===== config.mk =====
export PLATFORM = sky130hd
export DESIGN_NAME = clk_stop_gate
export DESIGN_NICKNAME = d
export VERILOG_FILES = /design/src/rtl/clk_gate_pkg.sv /design/src/rtl/cg_phase_gen.sv /design/src/rtl/cg_stop_sync.sv /design/src/rtl/cg_gate_ctrl.sv /design/src/rtl/clk_stop_gate.sv
export SDC_FILE = /design/constraint.sdc
export NUM_CORES = 1
export LEC_CHECK = 0
export ABC_AREA = 1
export CAP_MARGIN = 20
export CORE_UTILIZATION = 40
export CTS_BUF_LIST = sky130_fd_sc_hd__clkbuf_4 sky130_fd_sc_hd__clkbuf_8
export DETAILED_ROUTE_END_ITERATION = 7
export GPL_TIMING_DRIVEN = 0
export REMOVE_ABC_BUFFERS = 1
export SLEW_MARGIN = 5
export SYNTH_ARGS = -nofsm -noshare
export SYNTH_HDL_FRONTEND = slang
export SYNTH_HIERARCHICAL = 1
export SYNTH_SLANG_ARGS = --single-unit

===== constraint.sdc =====
create_clock -name clk_fast -period 2.55 [get_ports clk_fast]
set_input_delay 0.3825 -clock clk_fast [delete_from_list [all_inputs] [get_ports clk_fast]]
set_output_delay 0.3825 -clock clk_fast [all_outputs]
set_load 0.05 [all_outputs]

===== src/rtl/clk_gate_pkg.sv =====
package clk_gate_pkg;

  // Phase events seen one fast cycle ahead of the output registers
  typedef struct packed {
    logic hi_start;  // next fast cycle opens the high half
    logic lo_start;  // next fast cycle opens the low half
  } phase_evt_t;

endpackage


===== src/rtl/cg_phase_gen.sv =====
module cg_phase_gen
  import clk_gate_pkg::*;
#(
  parameter int DIV = 8
) (
  input  logic       clk,
  input  logic       rst_n,
  output phase_evt_t evt_o,
  output logic       hi_nxt_o
);

  localparam int HALF = DIV / 2;
  localparam int CW   = (DIV > 2) ? $clog2(DIV) : 1;
  localparam logic [CW-1:0] LAST   = CW'(DIV - 1);
  localparam logic [CW-1:0] HALF_C = CW'(HALF);

  logic [CW-1:0] cnt_q;
  logic [CW-1:0] cnt_d;

  // Next-state: wrap at DIV-1. Reset parks at LAST so the first
  // edge opens a complete high half.
  always_comb begin
    if (cnt_q == LAST) cnt_d = '0;
    else               cnt_d = cnt_q + 1'b1;
  end

  always_ff @(posedge clk or negedge rst_n) begin
    if (!rst_n) cnt_q <= LAST;
    else        cnt_q <= cnt_d;
  end

  always_comb begin
    hi_nxt_o       = (cnt_d < HALF_C);
    evt_o.hi_start = (cnt_d == '0);
    evt_o.lo_start = (cnt_d == HALF_C);
  end

endmodule


===== src/rtl/cg_stop_sync.sv =====
module cg_stop_sync #(
  parameter int STAGES = 2
) (
  input  logic clk,
  input  logic rst_n,
  input  logic stop_n_async,
  output logic stop_req_o
);

  logic [STAGES-1:0] chain_q;

  // Reset value 0 reads as "stop requested", so the clock is
  // enabled only once a released stop input has crossed the chain.
  generate
    for (genvar s = 0; s < STAGES; s++) begin : g_stage
      logic d;
      if (s == 0) begin : g_first
        assign d = stop_n_async;
      end else begin : g_next
        assign d = chain_q[s-1];
      end
      always_ff @(posedge clk or negedge rst_n) begin
        if (!rst_n) chain_q[s] <= 1'b0;
        else        chain_q[s] <= d;
      end
    end
  endgenerate

  assign stop_req_o = ~chain_q[STAGES-1];

endmodule


===== src/rtl/cg_gate_ctrl.sv =====
module cg_gate_ctrl
  import clk_gate_pkg::*;
#(
  parameter int MIN_ON = 10
) (
  input  logic       clk,
  input  logic       rst_n,
  input  phase_evt_t evt_i,
  input  logic       stop_req_i,
  output logic       en_o,
  output logic       run_o
);

  localparam int WW = (MIN_ON > 1) ? $clog2(MIN_ON) : 1;
  localparam logic [WW-1:0] WIN_LAST = WW'(MIN_ON - 1);

  logic          en_q, en_d;
  logic          run_q, run_d;
  logic [WW-1:0] win_q, win_d;
  logic          win_done;

  // win_q counts completed high pulses minus one; at a boundary the
  // pulse now ending is counted in.
  assign win_done = (win_q >= WIN_LAST);

  always_comb begin
    en_d  = en_q;
    win_d = win_q;
    if (evt_i.lo_start) begin
      if (!en_q) begin
        win_d = '0;
        if (!stop_req_i) en_d = 1'b1;
      end else begin
        if (!win_done) win_d = win_q + 1'b1;
        if (stop_req_i && win_done) en_d = 1'b0;
      end
    end
  end

  always_comb begin
    run_d = run_q;
    if (evt_i.lo_start && !en_d) run_d = 1'b0;
    else if (evt_i.hi_start)     run_d = en_q;
  end

  always_ff @(posedge clk or negedge rst_n) begin
    if (!rst_n) begin
      en_q  <= 1'b0;
      run_q <= 1'b0;
      win_q <= '0;
    end else begin
      en_q  <= en_d;
      run_q <= run_d;
      win_q <= win_d;
    end
  end

  assign en_o  = en_q;
  assign run_o = run_q;

  // enable may only move on the edge that opens a low half
  assert_en_on_boundary_R5: assert property (
    @(posedge clk) disable iff (!rst_n)
    !$stable(en_q) |-> $past(evt_i.lo_start)
  );

endmodule


===== src/rtl/clk_stop_gate.sv =====
module clk_stop_gate
  import clk_gate_pkg::*;
#(
  parameter int DIV         = 8,
  parameter int MIN_ON      = 10,
  parameter int SYNC_STAGES = 2
) (
  input  logic clk_fast,
  input  logic rst_n,
  input  logic stop_n,
  output logic clk_gated_o,
  output logic clk_free_o,
  output logic running_o
);

  localparam int PW = $clog2(MIN_ON + 1);
  localparam logic [PW-1:0] PMAX = PW'(MIN_ON);

  phase_evt_t evt;
  logic       hi_nxt;
  logic       stop_req;
  logic       en;
  logic       run;

  logic gated_q, gated_d;
  logic free_q, free_d;

  cg_phase_gen #(.DIV(DIV)) i_phase (
    .clk      (clk_fast),
    .rst_n    (rst_n),
    .evt_o    (evt),
    .hi_nxt_o (hi_nxt)
  );

  cg_stop_sync #(.STAGES(SYNC_STAGES)) i_sync (
    .clk          (clk_fast),
    .rst_n        (rst_n),
    .stop_n_async (stop_n),
    .stop_req_o   (stop_req)
  );

  cg_gate_ctrl #(.MIN_ON(MIN_ON)) i_ctrl (
    .clk        (clk_fast),
    .rst_n      (rst_n),
    .evt_i      (evt),
    .stop_req_i (stop_req),
    .en_o       (en),
    .run_o      (run)
  );

  // Output clocks come straight from flops so they carry no glitches
  always_comb begin
    free_d  = hi_nxt;
    gated_d = hi_nxt & en;
  end

  always_ff @(posedge clk_fast or negedge rst_n) begin
    if (!rst_n) begin
      free_q  <= 1'b0;
      gated_q <= 1'b0;
    end else begin
      free_q  <= free_d;
      gated_q <= gated_d;
    end
  end

  assign clk_gated_o = gated_q;
  assign clk_free_o  = free_q;
  assign running_o   = run;

  // Pulses since the last restart, kept only for the window check
  logic [PW-1:0] pulses_q;
  always_ff @(posedge clk_fast or negedge rst_n) begin
    if (!rst_n) pulses_q <= '0;
    else if (gated_d && !gated_q) begin
      if (!run)                 pulses_q <= PW'(1);
      else if (pulses_q < PMAX) pulses_q <= pulses_q + 1'b1;
    end
  end

  assert_parked_low_R3: assert property (
    @(posedge clk_fast) disable iff (!rst_n)
    !running_o |-> !clk_gated_o
  );

  assert_full_rise_R4: assert property (
    @(posedge clk_fast) disable iff (!rst_n)
    $rose(clk_gated_o) |-> $rose(clk_free_o)
  );

  assert_follow_free_R5: assert property (
    @(posedge clk_fast) disable iff (!rst_n)
    clk_gated_o |-> clk_free_o
  );

  assert_window_R8: assert property (
    @(posedge clk_fast) disable iff (!rst_n)
    $fell(running_o) |-> (pulses_q >= PMAX)
  );

  assert_status_rise_R9: assert property (
    @(posedge clk_fast) disable iff (!rst_n)
    $rose(running_o) |-> $rose(clk_gated_o)
  );

endmodule


* Yosys cells after proc, flatten, opt, wreduce, memory -nomap -nowiden
Cells that the tools add are included.
Cells by class: add/subtract/negate cells 2, $mul 0, divide/modulo/power cells 0, $lt $le $gt $ge 2, eq/ne operators 3, shift operators 0, multiplexer cells 9, bitwise operators 2, reduce and logical (&&, ||, !) cells 6
Operator list (count):
- 2-to-1 mux 4 bit | 2
- equality test 3 bit, second input constant | 2
- 2-to-1 mux 1 bit | 6
- adder 4 x 1 -> 4 bit, second input constant | 1
- >= comparator 4 bit, second input constant | 1
- adder 3 x 1 -> 3 bit, second input constant | 1
- zero test 3 bit | 1
- < comparator 3 bit, second input constant | 1
- 2-to-1 mux 3 bit | 1
- logical AND 1 bit | 2
- != test 2 bit, second input constant | 1
- AND reduction 2 bit | 1
- nonzero test 2 bit | 1
- AND 1 bit | 1
- zero test 1 bit | 1
- NOT 1 bit | 1
Word-level totals: flip-flop bits (word level) 13, bits in latches 0, RAM bits 0, ROM bits 0, memories 0

* Logic depth before layout (Yosys ltp)
Gate-level depths: netlist of run 1.
word-level depth 8, depth in mapped cells 11, depth with buffers taken out 11

* By module
Netlist of run 1, hierarchy kept.
Modules (own cells, without submodules):
- cg_gate_ctrl | times used 1, cells each 39, area each 342.8 µm²
- cg_phase_gen | times used 1, cells each 15, area each 148.9 µm²
- clk_stop_gate | times used 1, cells each 4, area each 57.6 µm²
- cg_stop_sync | times used 1, cells each 3, area each 53.8 µm²

* Worst setup path after synthesis of run 1
No wires, ideal clock.
path type register to register, start register i_phase.cnt_q[0], end register i_ctrl.run_q, in the netlist i_ctrl/run_o, arrival time 1.514 ns, required time 2.437 ns, setup slack 0.923 ns, stages on the path, launching flop included 12, buffers on the path 0, cells stage by stage dfstp_2 ha_1 ha_1 inv_1 nand2_2 nand2_2 nor2_1 nand3_1 nand2_1 nand3_1 nand2_1 inv_1
RTL lines:
- start, declared | RTL line cg_phase_gen.sv:17 | logic [CW-1:0] cnt_q;
- start signal, assigned | RTL line cg_phase_gen.sv:29 | else cnt_q <= cnt_d;
- end signal, assigned | RTL line cg_gate_ctrl.sv:53 | run_q <= run_d;
- end, declared | RTL line cg_gate_ctrl.sv:18 | logic run_q, run_d;

* Worst setup path after layout of run 1
start register i_ctrl.run_q, in the netlist i_ctrl/run_o, end output running_o
RTL lines:
- end, declared | RTL line clk_stop_gate.sv:13 | output logic running_o
No word-level cell between the ends.

==> impl_metrics.csv, run 1 <==
group,metric,value,unit
floorplanning,die_area,1670,µm²
critical_path,crit_arrival,1.41,ns
floorplanning,start_util,44.7,%
logic_synthesis,synthXorXnorAreaFrac,1.45,%
pwr,vdd_drop_max,258,µV
clock_network,cts_max_path_buffers,2,
critical_path,criticalPathCategory,"reg2out",
sta,slew_violations,0,
logic_synthesis,yosys.area_share.simple,19.5,%
critical_path,slowest_stage,"clkdlybuf4s50_1",
critical_path,cp_cell_sequence,"clkdlybuf4s50_1",
logic_synthesis,synthAdderAreaFrac,10.4,%
critical_path,reg2reg_from,"i_phase/cnt_q[0]$_DFF_PN1_",
global_route,grt_usage,14.3,%
global_route,antenna_found_initial,0,
cells_and_area,nFillCells,140,
sta,skew,0.00441,ns
sta,setup_viol,0,
cells_and_area,regArea,329,µm²
logic_synthesis,synth_compound_area_share,5.39,%
critical_path,critical_path_depth,1,
critical_path,worst_setup_path_end_kind,"output port",
clock_network,htreeDepth,1,
pwr,pwr-share-clk,30.2,%
clock_network,clock_latency,0.27,ns
pwr,combinationalPowerShare,13.8,%
logic_synthesis,yosysTopAreaCell,"dfrtp_1",
floorplanning,die_w,40.8,µm
place,post-dp-hpwl,607,µm
sta,fmax,557,MHz
logic_synthesis,syn-cell-area,603,µm²
logic_synthesis,synth_area_leaders,"dfrtp_1 (41%), dfstp_2 (13%), ha_1 (10%)",
logic_synthesis,synth.area.mux_share,1.87,%
detailed_routing,drc,0,
pwr,p_leak,0.344,nW
pwr,power.density,612,nW/µm²
sta,fin_tns_setup,0,ns
clock_network,clk_pin_slew,0.06,ns
pwr,p_int,0.320,mW
critical_path,crit_path_end,"running_o",
pwr,seqPwrFrac,55.9,%
logic_synthesis,ys_seq_area_share,54.6,%
place,io_buffers,5,
critical_path,worst_path_largest_cell_delay,0.80,ns
detailed_routing,num_vias,392,
sta,period_minus_slack,1.80,ns
global_route,grt_start_max_net_pins,14,
sta,fin_crit_sh,70.4,%
logic_synthesis,synth_seq_cells,13,
clock_network,post_cts_resized,0,
logic_synthesis,synth_area_per_cell,9.89,µm²
critical_path,setup.worst_path.start,"i_ctrl/run_o$_DFFE_PN0P_",
clock_network,root_buffer,"clkbuf_4",
floorplanning,fp.dieH,40.8,µm
logic_synthesis,synth_top_area_share,41.5,%
clock_network,postCtsHoldBufs,0,
global_route,grt_pass1_wl,1.44,mm
sta,finalHoldViolCount,0,
cells_and_area,area_delta_synth_final,16.4,%
critical_path,worstReg2RegEnd,"i_ctrl/run_o$_DFFE_PN0P_",
floorplanning,ioPinCount,6,
clock_network,cts_setup_buffers,0,
cells_and_area,fin_area,702,µm²
cells_and_area,drive_gt1_share,18.6,%
detailed_routing,drt_wl_total,791,µm
sta,fin_ws,0.755,ns
cells_and_area,diodes,0,
hold_path,hp-class,"reg2reg",
place,pre_cts_ws,0.794,ns
cells_and_area,multiInputGateArea,233,µm²
critical_path,crit_fanout,2,
clock_network,cts_buffers,3,
place,placed_cells,81,
logic_synthesis,synth_cell_type_count,16,
cells_and_area,instances_no_fill,85,
logic_synthesis,ys_warn_count,6,
sta,tightestPinTransition,0.536,ns
floorplanning,core,1350,µm²
pwr,switchingPower,0.110,mW
run,drv_cap,0,
pwr,p_sw_share,25.7,%
place,place_area,672,µm²
place,gp_congestion,0.793,
critical_path,cp_top_family,"buffers and inverters",
clock_network,cts_tree,"done",
critical_path,ff2ff_path_depth,11,
critical_path,startpoint_type,"flip-flop",
logic_synthesis,synthCells,61,
outcome,status,"finished clean",
critical_path,crit_required,2.17,ns
sta,rsz0062_at_grt,"no",
critical_path,r2r_setup_slack,0.79,ns
cells_and_area,nNetsFinal,79,
detailed_routing,ant_nets,0,
global_route,grt_pass1_vias,363,
critical_path,crit_buf_inv,1,
detailed_routing,firstDrtPassIters,2,
logic_synthesis,synth_top_family_by_area,"simple AND/OR/NAND/NOR gates",
detailed_routing,routed_via_density,4.61,
detailed_routing,drt_iter0_drc,4,
detailed_routing,wire_per_inst,9.31,µm
clock_network,clock-sinks,13,
floorplanning,rows,13,
sta,relSlewSlack,64.2,%
global_route,grt.overflow.total,0,
==> worst min-delay path by stage <==
stage / start / endpoint / slack [ns] / depth (start not counted)
floorplan: rst_n / clk_free_o$_DFF_PN0_ / 0.09 / 0
global placement: i_sync/g_stage[1].d$_DFF_PN0_ / i_sync/chain_q[1]$_DFF_PN0_ / 0.34 / 0
detailed placement: i_sync/g_stage[1].d$_DFF_PN0_ / i_sync/chain_q[1]$_DFF_PN0_ / 0.34 / 0
CTS: i_sync/g_stage[1].d$_DFF_PN0_ / i_sync/chain_q[1]$_DFF_PN0_ / 0.36 / 0
global route: i_sync/g_stage[1].d$_DFF_PN0_ / i_sync/chain_q[1]$_DFF_PN0_ / 0.37 / 0
finish: i_sync/g_stage[1].d$_DFF_PN0_ / i_sync/chain_q[1]$_DFF_PN0_ / 0.35 / 0
==> per-stage QoR <==
| stage | power (mW) | util (%) | hold slack, ns |
|---|---|---|---|
| 2_1_floorplan | 0.286 | - | 0.0869 |
| 3_3_place_gp | 0.303 | 49.8 | 0.335 |
| 3_5_place_dp | 0.305 | 49.8 | 0.341 |
| 4_1_cts | 0.439 | 52.0 | 0.357 |
| 5_1_grt | 0.466 | 52.0 | 0.368 |
| 6_report | 0.430 | 52.0 | 0.351 |
==> cells in the mapped netlist <==
cell / instances
nand2_1: 12
inv_1: 11
dfrtp_1: 10
ha_1: 5
dfstp_2: 3
nand2_2: 3
nand3_1: 3
nor2_1: 3
o21ai_1: 3
o21ai_0: 2
mux2_2: 1
nand2_4: 1
nand3_2: 1
nand4_1: 1
o21bai_1: 1
xor2_1: 1
==> routing by layer <==
metal	up-vias	share of wire [%]	global-route usage, %	wire, µm
met1	177	52	18.1	410
met3	0	7.5	9.78	59
li1	205	-	-	-
met2	10	41	19.9	321
met4	0	0	2.50	0
met5	-	0	0	0
==> kinds of logic (layout without fill, tap and decap cells) <==
| group | count (synthesis) | after routing |
|---|---|---|
| AO/OA/AOI/OAI | 6 | 6 |
| XOR/XNOR | 1 | 1 |
| flip-flops | 13 | 13 |
| AND/OR/NAND/NOR | 24 | 24 |
| multiplexers | 1 | 1 |
| buffers and inverters | 11 | 20 |
| adder cells (fa/ha/maj) | 5 | 5 |
==> state kept, by name, indices dropped and copies added, names as in the netlist <==
name / cells
i_ctrl/run_o: 1
i_ctrl/win_q: 4
clk_gated_o: 1
i_sync/chain_q: 1
clk_free_o: 1
i_phase/cnt_q: 3
i_ctrl/en_o: 1
i_sync/g_stage.d: 1
==> power groups by stage <==
stage          clock network (mW)  registers, mW  logic, mW
5_1_grt                     0.145          0.244     0.0766
3_5_place_dp                    0          0.245     0.0606
3_3_place_gp                    0          0.244     0.0592
4_1_cts                     0.137          0.241     0.0612
6_report                    0.130          0.241     0.0595
2_1_floorplan                   0          0.242     0.0442
==> cell usage in the layout (no fill, tap or decap), types with 4 or more instances in the layout <==
cell type / count
dfrtp_1: 10
ha_1: 5
nand2_1: 12
clkdlybuf4s50_1: 5
clkbuf_4: 4
inv_1: 11
==> layout make-up <==
cell class,instances,share of cell area [%]
clock buffer,4,4.28
tap,15,2.67
timing repair buffer,5,7.13
inverter,11,5.88
multi-input combinational,37,33.2
sequential,13,46.9
(Power assumes the default switching activity.)
==> run 2, diff against run 1 <==
==> constraint.sdc (replaced) <==
create_clock -name clk_fast -period 1.8 [get_ports clk_fast]
set_input_delay 0.27 -clock clk_fast [delete_from_list [all_inputs] [get_ports clk_fast]]
set_output_delay 0.27 -clock clk_fast [all_outputs]
set_load 0.05 [all_outputs]
==> impl_metrics.csv, run 2 (synthesized netlist as in run 1, its figures left out) <==
group,metric,value,unit
cells_and_area,regArea,329,µm²
cells_and_area,top_register,"i_ctrl/win_q",
outcome,status,"finished clean",
clock_network,clock-sinks,13,
cells_and_area,diodes,0,
sta,fmax,594,MHz
critical_path,startpoint_type,"flip-flop",
global_route,grt_usage,14.3,%
clock_network,cts_max_path_buffers,2,
pwr,finalPower,0.609,mW
sta,setup_viol,0,
floorplanning,start_util,44.7,%
sta,finalHoldViolCount,0,
critical_path,crit_path_end,"running_o",
clock_network,root_buffer,"clkbuf_4",
detailed_routing,num_vias,391,
sta,rsz0062_at_grt,"no",
global_route,grt_start_max_net_pins,14,
place,gp_congestion,0.793,
place,post-dp-hpwl,607,µm
floorplanning,fp.dieH,40.8,µm
critical_path,reg2reg_from,"i_phase/cnt_q[0]$_DFF_PN1_",
floorplanning,die_w,40.8,µm
cells_and_area,finish.utilization,52.2,%
critical_path,slowest_stage,"clkdlybuf4s50_1",
critical_path,cp_top_family,"buffers and inverters",
detailed_routing,drt_iter0_drc,5,
sta,period_minus_slack,1.68,ns
cells_and_area,top_regs,"i_ctrl/win_q: 4 flops, i_phase/cnt_q: 3 flops",
pwr,p_leak,0.344,nW
clock_network,clock_latency,0.27,ns
pwr,p_int,0.453,mW
floorplanning,die_area,1670,µm²
cells_and_area,multiInputGateArea,235,µm²
sta,slew_violations,0,
cells_and_area,largest_register_ffs,4,
clock_network,cts_buffers,3,
sta,fin_tns_setup,0,ns
critical_path,critical_path_depth,1,
detailed_routing,wire_per_inst,9.42,µm
sta,fin_crit_sh,93.5,%
global_route,grt.overflow.total,0,
sta,relSlewSlack,64.4,%
pwr,seqPwrFrac,55.9,%
cells_and_area,area_delta_synth_final,16.8,%
detailed_routing,drc,0,
critical_path,ff2ff_path_depth,11,
hold_path,hp-class,"in2async",
pwr,combinationalPowerShare,13.8,%
critical_path,worst_setup_path_end_kind,"output port",
cells_and_area,final_common_cell,"nand2_1",
sta,fin_ws,0.117,ns
pwr,vdd_drop_max,366,µV
critical_path,crit_fanout,2,
place,io_buffers,5,
run,drv_cap,0,
sta,hold_ws,0.343,ns
global_route,grt_pass1_wl,1.44,mm
floorplanning,rows,13,
detailed_routing,routed_via_density,4.60,
sta,tightestPinTransition,0.532,ns
cells_and_area,drive_gt1_share,20.0,%
place,pre_cts_ws,0.0437,ns
critical_path,worstReg2RegEnd,"i_ctrl/run_o$_DFFE_PN0P_",
sta,skew,0.00443,ns
critical_path,setup.worst_path.start,"i_ctrl/run_o$_DFFE_PN0P_",
detailed_routing,drt_wl_total,801,µm
cells_and_area,final_cell_mix,"nand2_1 (12), inv_1 (11), dfrtp_1 (10)",
detailed_routing,firstDrtPassIters,4,
pwr,pwr-share-clk,30.2,%
critical_path,r2r_setup_slack,0.14,ns
critical_path,criticalPathCategory,"reg2out",
critical_path,cp_cell_sequence,"clkdlybuf4s50_1",
critical_path,crit_buf_inv,1,
global_route,antenna_found_initial,0,
clock_network,htreeDepth,1,
pwr,power.density,865,nW/µm²
pwr,p_sw_share,25.7,%
clock_network,cts_setup_buffers,0,
pwr,switchingPower,0.157,mW
cells_and_area,nNetsFinal,79,
critical_path,crit_arrival,1.41,ns
critical_path,crit_required,1.53,ns
clock_network,cts_tree,"done",
detailed_routing,ant_nets,0,
clock_network,clk_pin_slew,0.07,ns
cells_and_area,nFillCells,140,
floorplanning,core,1350,µm²
global_route,grt_pass1_vias,363,
floorplanning,ioPinCount,6,
critical_path,worst_path_largest_cell_delay,0.80,ns
==> run 2: cell type report <==
type,count,share of cell area [%]
sequential,13,46.7
multi-input combinational,37,33.4
timing repair buffer,5,7.10
inverter,11,5.86
clock buffer,4,4.26
tap,15,2.66
==> run 2: power by group through the flow <==
stage	registers (mW)	clock network [mW]	logic [mW]
2_1_floorplan	0.343	0	0.0626
3_3_place_gp	0.345	0	0.0838
3_5_place_dp	0.347	0	0.0859
4_1_cts	0.341	0.194	0.0867
5_1_grt	0.346	0.206	0.108
6_report	0.341	0.184	0.0842
==> run 2: worst min path at each step <==
| stage | startpoint | end | slack (ns) | depth (start not counted) |
|---|---|---|---|---|
| finish | rst_n | i_ctrl/win_q[2]$_DFFE_PN0P_ | 0.34 | 1 |
| global route | i_sync/g_stage[1].d$_DFF_PN0_ | i_sync/chain_q[1]$_DFF_PN0_ | 0.37 | 0 |
| CTS | rst_n | i_ctrl/win_q[2]$_DFFE_PN0P_ | 0.36 | 1 |
| detailed placement | i_sync/g_stage[1].d$_DFF_PN0_ | i_sync/chain_q[1]$_DFF_PN0_ | 0.34 | 0 |
| global placement | i_sync/g_stage[1].d$_DFF_PN0_ | i_sync/chain_q[1]$_DFF_PN0_ | 0.34 | 0 |
| floorplan | rst_n | clk_free_o$_DFF_PN0_ | -0.03 | 0 |
==> run 2: stage by stage <==
step                      std cells  instance area (µm²)
after floorplan                  61                  603
after global placement           81                  672
after detailed placement         81                  672
after CTS                        85                  702
after global routing             85                  704
final                            85                  704
==> run 2: per-layer routing <==
layer / part of all wire [%] / global-route usage, % / up-vias
met3: 7.4 / 9.78 / 0
met2: 40 / 19.9 / 10
met4: 0 / 2.50 / 0
li1: - / - / 205
met5: 0 / 0 / -
met1: 52 / 18.1 / 176
==> run 2: repair_timing <==
action,CTS,global route
hold buffers,0,0
resized for setup,0,1
endpoints found under the setup margin,0,2
